<file path="src/rtl/cal_counter.sv">
module cal_counter #(
  parameter int AW = 8
) (
  input  logic          clk,
  input  logic          rst_n,
  input  logic          tick,
  input  logic          wr_en,
  input  logic [AW-1:0] wr_addr,
  input  logic [31:0]   wr_data,
  output logic [31:0]   time_q,
  output logic [15:0]   year_q,
  output logic          alarm
);
  localparam logic [AW-1:0] OFS_MATCH  = AW'('h04);
  localparam logic [AW-1:0] OFS_LOAD   = AW'('h08);
  localparam logic [AW-1:0] OFS_CTRL   = AW'('h0C);
  localparam logic [AW-1:0] OFS_YMATCH = AW'('h34);
  localparam logic [AW-1:0] OFS_YLOAD  = AW'('h38);
  localparam int            RUN_BIT    = 26;
  localparam logic [28:0]   T_RESET    = 29'h0212_0000;
  localparam logic [15:0]   Y_RESET    = 16'h2000;

  logic [28:0] t, mt, nt;
  logic [15:0] y, my, ys, ny;
  logic        run;

  logic [5:0] sec, mins;
  logic [4:0] hr, dom, mlen;
  logic [2:0] wd;
  logic [3:0] mon;
  assign {mon, dom, wd, hr, mins, sec} = t;

  function automatic logic [7:0] bcd_inc(input logic [7:0] v);
    if (v[3:0] == 4'd9) return {(v[7:4] == 4'd9) ? 4'd0 : v[7:4] + 4'd1, 4'd0};
    return {v[7:4], v[3:0] + 4'd1};
  endfunction

  function automatic logic div4(input logic [7:0] v);
    return v[4] ? (v[3:0] == 4'd2 || v[3:0] == 4'd6)
                : (v[3:0] == 4'd0 || v[3:0] == 4'd4 || v[3:0] == 4'd8);
  endfunction

  logic leap;
  assign leap = (y[7:0] == 8'h00) ? div4(y[15:8]) : div4(y[7:0]);

  always_comb begin
    case (mon)
      4'd2:                      mlen = leap ? 5'd29 : 5'd28;
      4'd4, 4'd6, 4'd9, 4'd11:   mlen = 5'd30;
      default:                   mlen = 5'd31;
    endcase
  end

  logic c_min, c_hr, c_day, c_mon, c_yr;
  assign c_min = sec == 6'd59;
  assign c_hr  = c_min && mins == 6'd59;
  assign c_day = c_hr && hr == 5'd23;
  assign c_mon = c_day && dom == mlen;
  assign c_yr  = c_mon && mon == 4'd12;

  assign nt = { c_mon ? (c_yr ? 4'd1 : mon + 4'd1) : mon,
                c_day ? (c_mon ? 5'd1 : dom + 5'd1) : dom,
                c_day ? ((wd == 3'd7) ? 3'd1 : wd + 3'd1) : wd,
                c_hr  ? (c_day ? 5'd0 : hr + 5'd1) : hr,
                c_min ? (c_hr ? 6'd0 : mins + 6'd1) : mins,
                c_min ? 6'd0 : sec + 6'd1 };

  assign ny = !c_yr ? y : {(y[7:0] == 8'h99) ? bcd_inc(y[15:8]) : y[15:8], bcd_inc(y[7:0])};

  logic ld;
  assign ld = wr_en && wr_addr == OFS_LOAD;

  always_ff @(posedge clk) begin
    if (!rst_n) begin
      t     <= T_RESET;
      y     <= Y_RESET;
      ys    <= Y_RESET;
      mt    <= '0;
      my    <= '0;
      run   <= 1'b0;
      alarm <= 1'b0;
    end else begin
      alarm <= 1'b0;
      if (ld) begin
        t <= wr_data[28:0];
        y <= ys;
      end else if (run && tick) begin
        t     <= nt;
        y     <= ny;
        alarm <= (nt == mt) && (ny == my);
      end
      if (wr_en) begin
        case (wr_addr)
          OFS_MATCH:  mt  <= wr_data[28:0];
          OFS_CTRL:   run <= wr_data[RUN_BIT];
          OFS_YMATCH: my  <= wr_data[15:0];
          OFS_YLOAD:  ys  <= wr_data[15:0];
          default: ;
        endcase
      end
    end
  end

  logic unused_bits;
  assign unused_bits = ^wr_data[31:29];

  assign time_q = {3'b000, t};
  assign year_q = y;

  assert_load_R8: assert property (@(posedge clk) disable iff (!rst_n)
    ld |=> (time_q == {3'b000, $past(wr_data[28:0])}) && (year_q == $past(ys)));

  assert_idle_R7: assert property (@(posedge clk) disable iff (!rst_n)
    (!run && !ld) |=> $stable(time_q) && $stable(year_q));

  assert_match_R9: assert property (@(posedge clk) disable iff (!rst_n)
    alarm |-> (t == $past(mt)) && (y == $past(my)));

  assert_tick_R9: assert property (@(posedge clk) disable iff (!rst_n)
    alarm |-> $past(run && tick && !ld));

  assert_pulse_R9: assert property (@(posedge clk) disable iff (!rst_n)
    alarm |=> !alarm);

  assert_collide_R10: assert property (@(posedge clk) disable iff (!rst_n)
    (ld && tick) |=> !alarm);
endmodule

</file>
<file path="config.mk">
export PLATFORM = sky130hd
export DESIGN_NAME = cal_counter
export DESIGN_NICKNAME = d
export VERILOG_FILES = /design/src/rtl/cal_counter.sv
export SDC_FILE = /design/constraint.sdc
export NUM_CORES = 1
export LEC_CHECK = 0
export ABC_AREA = 1
export BUFFER_PORTS_ARGS = -buffer_cell sky130_fd_sc_hd__buf_4
export CORE_MARGIN = 3
export CORE_UTILIZATION = 38
export CTS_CLUSTER_DIAMETER = 200
export DETAILED_ROUTE_END_ITERATION = 6
export SETUP_SLACK_MARGIN = 0.2
export SYNTH_ARGS = -nofsm -noshare
export SYNTH_HDL_FRONTEND = slang
export SYNTH_SLANG_ARGS = --single-unit
</file>
<file path="constraint.sdc">
create_clock -name clk -period 7.3 [get_ports clk]
set_input_delay 0.365 -clock clk [delete_from_list [all_inputs] [get_ports clk]]
set_output_delay 0.365 -clock clk [all_outputs]
set_load 0.005 [all_outputs]
</file>
== Word level (Yosys, flattened, before mapping) ==
Cells that the tools add are included.
Word-level totals
  register bits: 108
  input bits: 44
Operators by class
  $add $sub $neg: 10
  equality and inequality tests: 31
  mux-type cells: 30
  bitwise logic cells: 2
  reduce and logical (&&, ||, !) cells: 23
Operator list (count)
  2-to-1 mux 29 bit: 2
  2-to-1 mux 16 bit: 3
  2-to-1 mux 8 bit: 5
  == test 4 bit, second input constant: 9
  == test 29 bit: 1
  == test 4 x 3 -> 1 bit, second input constant: 6
  adder 4 x 1 -> 4 bit, second input constant: 5
  2-to-1 mux 5 bit: 4
  2-to-1 mux 6 bit: 3
  == test 16 bit: 1
  == test 8 x 4 -> 1 bit, second input constant: 2
  == test 8 x 6 -> 1 bit, second input constant: 2
  2-to-1 mux 4 bit: 4
  adder 6 x 1 -> 6 bit, second input constant: 2
  == test 4 x 2 -> 1 bit, second input constant: 3
  == test 6 bit, second input constant: 2
  adder 5 x 1 -> 5 bit, second input constant: 2
  == test 8 x 3 -> 1 bit, second input constant: 1
  == test 8 bit, second input constant: 1
  zero test 4 bit: 2
  zero test 8 bit: 1
  AND reduction 2 bit: 4
  logical AND 1 bit: 7
  logical OR 1 bit: 6
  11 further kinds: 18

== Logic depth before layout (Yosys ltp) ==
  depth in word-level cells: 14
  mapped depth: 22
  depth with buffers taken out: 21

== Worst setup path after synthesis ==
OpenSTA, ideal clock, no wires.
  kind: flip-flop to flip-flop
  from: reg t[0]
  to: reg alarm
  arrival: 2.284 ns
  data required time: 7.189 ns
  path slack: 4.904 ns
  cell stages (with the launch flop): 18
  buffers on the path: 0
  period minus slack after synthesis: 2.396 ns
  cells stage by stage: dfxtp_1 -> ha_1 -> inv_2 -> nor2_1 -> nand2_2 -> nor2_4 -> nand3_4 -> nor3_4 -> nand2_1 -> nor2_4 -> nand2_1 -> nand2_1 -> nand3_1 -> or2_2 -> nand3_1 -> nor2_1 -> nand3_1 -> nor2_1
Between the ends
  cells in the longest elaborated chain, start to end: 9
Ends and longest elaborated chain
  from (decl): line 23  | logic [28:0] t, mt, nt;
  from (signal assigned): line 85  | t <= wr_data[28:0];
  from (signal assigned): line 88  | t <= nt;
  == test 6 bit: line 55  | assign c_min = sec == 6'd59;
  logical AND 1 bit: line 56  | assign c_hr = c_min && mins == 6'd59;
  logical AND 1 bit: line 57  | assign c_day = c_hr && hr == 5'd23;
  logical AND 1 bit: line 58  | assign c_mon = c_day && dom == mlen;
  logical AND 1 bit: line 59  | assign c_yr = c_mon && mon == 4'd12;
  2-to-1 mux 4 bit (2 in series): line 61  | assign nt = { c_mon ? (c_yr ? 4'd1 : mon + 4'd1) : mon,
  == test 29 bit: line 90  | alarm <= (nt == mt) && (ny == my);
  logical AND 1 bit (*): line 90
  to (signal assigned): line 90
  to (decl): line 12  | output logic alarm
Every way passes the cells marked *; elsewhere a longest branch is shown, timed or not.
A chain may end at the register's enable or synchronous reset.

== Worst setup path after layout ==
Ends and elaborated chain as after synthesis.

==> results.md <==
- The run finished with clean final reports.
- OpenSTA, run right after detailed placement, puts the worst setup slack at roughly 4.1 ns.
- The floorplan has 47 rows.
- The routability congestion estimate from global placement is between 0.8 and 0.9.
- The signal on the critical path passes through ha_1 -> nand3_1 -> nor2_2 -> nand2_1 -> nor2_1 -> nand2_1 -> nand3b_1 -> nand2_1 -> a21oi_1 -> nand2_1 -> nor2_1 -> nand3_1 -> nor2_1 -> nand3_1 -> nor2_1 -> nand3_1 -> nor2_1.
- For this run, the slowest stage of the critical path takes about 0.47 ns.
- Across all hold checks on the routed design, the worst slack comes to between 0.2 and 0.25 ns.
- The number of flops mapped to enable cells by yosys is 0.
- For the worst setup path, the data required time is 7.57 ns.
- The largest delay contributor family on the critical path is simple AND/OR/NAND/NOR gates.
- The total clock buffers created by CTS is 9.
- For this run, the leading register cell type out of synthesis is sky130_fd_sc_hd__dfxtp_1.
- The final wirelength is 20600 µm.
- The slew at the pin closest to its max-slew limit is between 0.8 and 0.9 ns.
- The floorplan step set the die height to 136 µm.
- The slowest library cell on the worst path is sky130_fd_sc_hd__dfxtp_1.
- The register bit total from synthesis is 108.
- TritonCTS built the clock tree.
- The root buffer selected by CTS is sky130_fd_sc_hd__clkbuf_16.
- Of all nets on the critical path, the largest fanout is 12.
- The peak supply drop is ~0.11 mV.
- The via count of the first global-routing pass was 6006.
- The clock arrives with 0.00836 ns of skew.
- Clock tree synthesis found a total of 108 sinks.
- Clock-pin slew was measured on the worst setup and hold paths at 0.07 ns.
- The iteration count of the initial detailed-routing pass is 5.
- The worst setup path is launched from a register.
- The number of diodes is 0.
- The combined area of all synthesized cells is 6460 µm².
- Based on the critical path, the design can be clocked at up to about 0.30 GHz.
- The starting density of the core is 0.389.
- The post-CTS setup-driven buffer insertion count is 0.
- The count of input and output buffers is 86.
- The number of hold-slack violations in the final timing report was 0.
- Setup repair after global routing left no endpoint under its margin.
- In this run the static leakage power is 3.23 nW.
- The largest buffer count on any clock path is 2.
- The worst-case setup margin in the final layout is 4.02 ns.
- The share of async-settable or async-resettable flops after synthesis is 0.
- In this run the mean area of a mapped cell was 6.23 µm².
- The initial antenna violation count came to 0.
- The arrival time at the worst endpoint is 3.55 ns.
- The die covers 18600 µm².
- The final net count is 1155.
- The share of the yosys chip area belonging to registers is 0.335.
- Across every metal layer, demand over resource in global routing totals 0.224.
- The critical path in this run is classified as reg2reg.
- The total DRC errors in the routed layout is 0.
- For the finished layout, the period the worst path requires is 3.28 ns.
- After detailed routing, the average wire length per cell comes to 15.5 µm.
- Entering global routing, the biggest net connects around 70 pins.
- Dividing the final minimum period by the clock period gives 0.450.
- The tightest min-delay check is of the in2reg type.
- The count of maximum capacitance violations is 0.
- The nature of the critical path endpoint is a register.
- The remaining max-slew budget at the tightest pin is 0.410.
- In this run the power density over the cells is between 150 and 200 nW/µm².
- The layout overhead on the synthesized area is 16.9%.
- The first routing iteration left 427 violations.
- The number of top-level design ports is 93.
- The synthesized netlist cell count is 1037.
- The terminus of the critical flop-to-flop path is alarm.
- Tracing the worst setup path back leads to its startpoint at t[0].
- The fraction of layout cells with a size suffix above 1 is 0.121.
- The total half-perimeter wirelength after legalization and detailed placement is 14600 µm.
- Setup violations remaining at the end of the flow were counted as 0.
- The depth of the most critical reg-to-reg path is 17.
- After routing, the total negative slack on setup checks comes to 0 ns.
- The first global-routing pass estimated 32500 µm of wire.
- Counting stages on the worst path, the most repeated cell is sky130_fd_sc_hd__nor2_1.
- The launch instance of the worst register-to-register path is t[0].
- The library cell used most frequently in the layout, excluding fill and tap cells, is sky130_fd_sc_hd__nand2_1.
- The register-to-register path setup slack is 4.02 ns.
- Leaving out fill and tap cells, the most frequent cells in the layout are 304 x sky130_fd_sc_hd__nand2_1, 124 x sky130_fd_sc_hd__nor2_1, 109 x sky130_fd_sc_hd__inv_1.
- The total congestion overflow is 0.
- Across all layers, the routed design uses a little under 7000 vias.
- The critical path buffer and inverter count is 0.
- The number of gates on the worst path with buffers counted is 17.
- The floorplan step defined a core boundary enclosing 16600 µm².
- In this run the remaining antenna-violating nets after routing total 0.
- The post-CTS resize count is 0.
- After synthesis, the netlist uses just over 40 different library cells.
- Yosys printed 0 warnings.
- The routed via count divided by cell count is ~5.1.
- In this run, post-CTS hold repair placed 0 buffers.
- The clock network latency to the later pin of the worst-skew pair is between 0.3 and 0.4 ns.
- The final-report max-slew violation count was 0.
- Measured on the finished design, the core utilization comes to 0.455.
- The deepest level of the CTS H-tree is 3.
- The floorplan die width is 136 µm.
- Following the worst setup path forward leads to its endpoint at alarm.
-- worst min path at each step --
stage / startpoint / endpoint / slack, ns / depth (start not counted)
2_1_floorplan: mt[23] / mt[23] / 0.44 / 2
3_3_place_gp: mt[14] / mt[14] / 0.46 / 2
3_5_place_dp: ys[13] / ys[13] / 0.46 / 2
4_1_cts: wr_data[17] / t[17] / 0.22 / 3
5_1_grt: wr_data[25] / t[25] / 0.23 / 3
6_report: wr_data[25] / t[25] / 0.24 / 3
-- synth_stat cells (4+ instances only) --
cell type	number	area, µm²
sky130_fd_sc_hd__a21oi_1	43	215
sky130_fd_sc_hd__a221oi_1	5	43.8
sky130_fd_sc_hd__a31oi_1	30	188
sky130_fd_sc_hd__buf_2	4	20.0
sky130_fd_sc_hd__clkbuf_1	32	120
sky130_fd_sc_hd__clkinv_1	4	15.0
sky130_fd_sc_hd__dfxtp_1	108	2160
sky130_fd_sc_hd__ha_1	10	125
sky130_fd_sc_hd__inv_1	110	413
sky130_fd_sc_hd__inv_2	4	15.0
sky130_fd_sc_hd__nand2_1	304	1140
sky130_fd_sc_hd__nand2_2	4	25.0
sky130_fd_sc_hd__nand3_1	94	470
sky130_fd_sc_hd__nand3_2	4	40.0
sky130_fd_sc_hd__nand3b_1	7	52.6
sky130_fd_sc_hd__nand4_1	22	138
sky130_fd_sc_hd__nor2_1	126	473
sky130_fd_sc_hd__nor2_2	4	25.0
sky130_fd_sc_hd__nor3_1	5	25.0
sky130_fd_sc_hd__o2111ai_1	4	35.0
sky130_fd_sc_hd__o21ai_0	74	370
sky130_fd_sc_hd__xnor2_1	4	35.0
sky130_fd_sc_hd__xor2_1	4	35.0
-- power by group --
group	internal, mW	switching [mW]	leakage, nW	total (mW)
clock network	0.267	0.230	0.133	0.496
registers	0.590	0.000864	0.870	0.590
logic	0.0206	0.0320	2.23	0.0526
-- layout make-up --
| cell class | instances | area (µm²) |
|---|---|---|
| fillers | 1818 | 9040 |
| multi-input cells | 772 | 3690 |
| flip-flops and latches | 108 | 2160 |
| repair buffers | 92 | 691 |
| inverters | 118 | 443 |
| well taps | 220 | 275 |
| clock buffers | 12 | 236 |
| clock inverters | 4 | 50.0 |
-- per-layer routing --
| metal | global-route usage | vias to the layer above | share of wire |
|---|---|---|---|
| li1 | - | 3503 | - |
| met1 | 0.323 | 3049 | 0.48 |
| met2 | 0.353 | 165 | 0.45 |
| met3 | 0.0252 | 17 | 0.048 |
| met4 | 0.0622 | 0 | 0.013 |
| met5 | 0 | - | 0 |
-- worst register-to-register path: stages (launching register included) --
cell and delay [ns]:
sky130_fd_sc_hd__dfxtp_1 0.47, sky130_fd_sc_hd__ha_1 0.28, sky130_fd_sc_hd__nand3_1 0.11, sky130_fd_sc_hd__nor2_2 0.40, sky130_fd_sc_hd__nand2_1 0.38, sky130_fd_sc_hd__nor2_1 0.30
sky130_fd_sc_hd__nand2_1 0.11, sky130_fd_sc_hd__nand3b_1 0.09, sky130_fd_sc_hd__nand2_1 0.06, sky130_fd_sc_hd__a21oi_1 0.11, sky130_fd_sc_hd__nand2_1 0.07, sky130_fd_sc_hd__nor2_1 0.12
sky130_fd_sc_hd__nand3_1 0.11, sky130_fd_sc_hd__nor2_1 0.11, sky130_fd_sc_hd__nand3_1 0.08, sky130_fd_sc_hd__nor2_1 0.15, sky130_fd_sc_hd__nand3_1 0.09, sky130_fd_sc_hd__nor2_1 0.17
-- cell families after synthesis --
logic type,Yosys count,synth area share
AOI/OAI and AO/OA,169,0.146
xor gates and xnor gates,8,0.0108
other,1,0.000581
adders and majority gates,10,0.0194
DFF,108,0.335
buffers and inverters,159,0.0967
and+or+nand+nor,582,0.391
-- per-stage QoR --
stage | power [mW] | std cells | instance area (µm²)
final | 1.14 | 1326 | 7550
after global routing | 1.18 | 1326 | 7550
after CTS | 1.15 | 1326 | 7550
after detailed placement | 0.657 | 1310 | 7260
after global placement | 0.657 | 1310 | 7260
after floorplan | 0.625 | 1039 | 6460
-- registers in the layout, summed over array words and instances (netlist names) --
| name | cells |
|---|---|
| mt | 29 |
| t | 29 |
| my | 16 |
| year_q | 16 |
| ys | 16 |
| alarm | 1 |
| run | 1 |
Note: power is estimated with default switching activity, not from simulation.
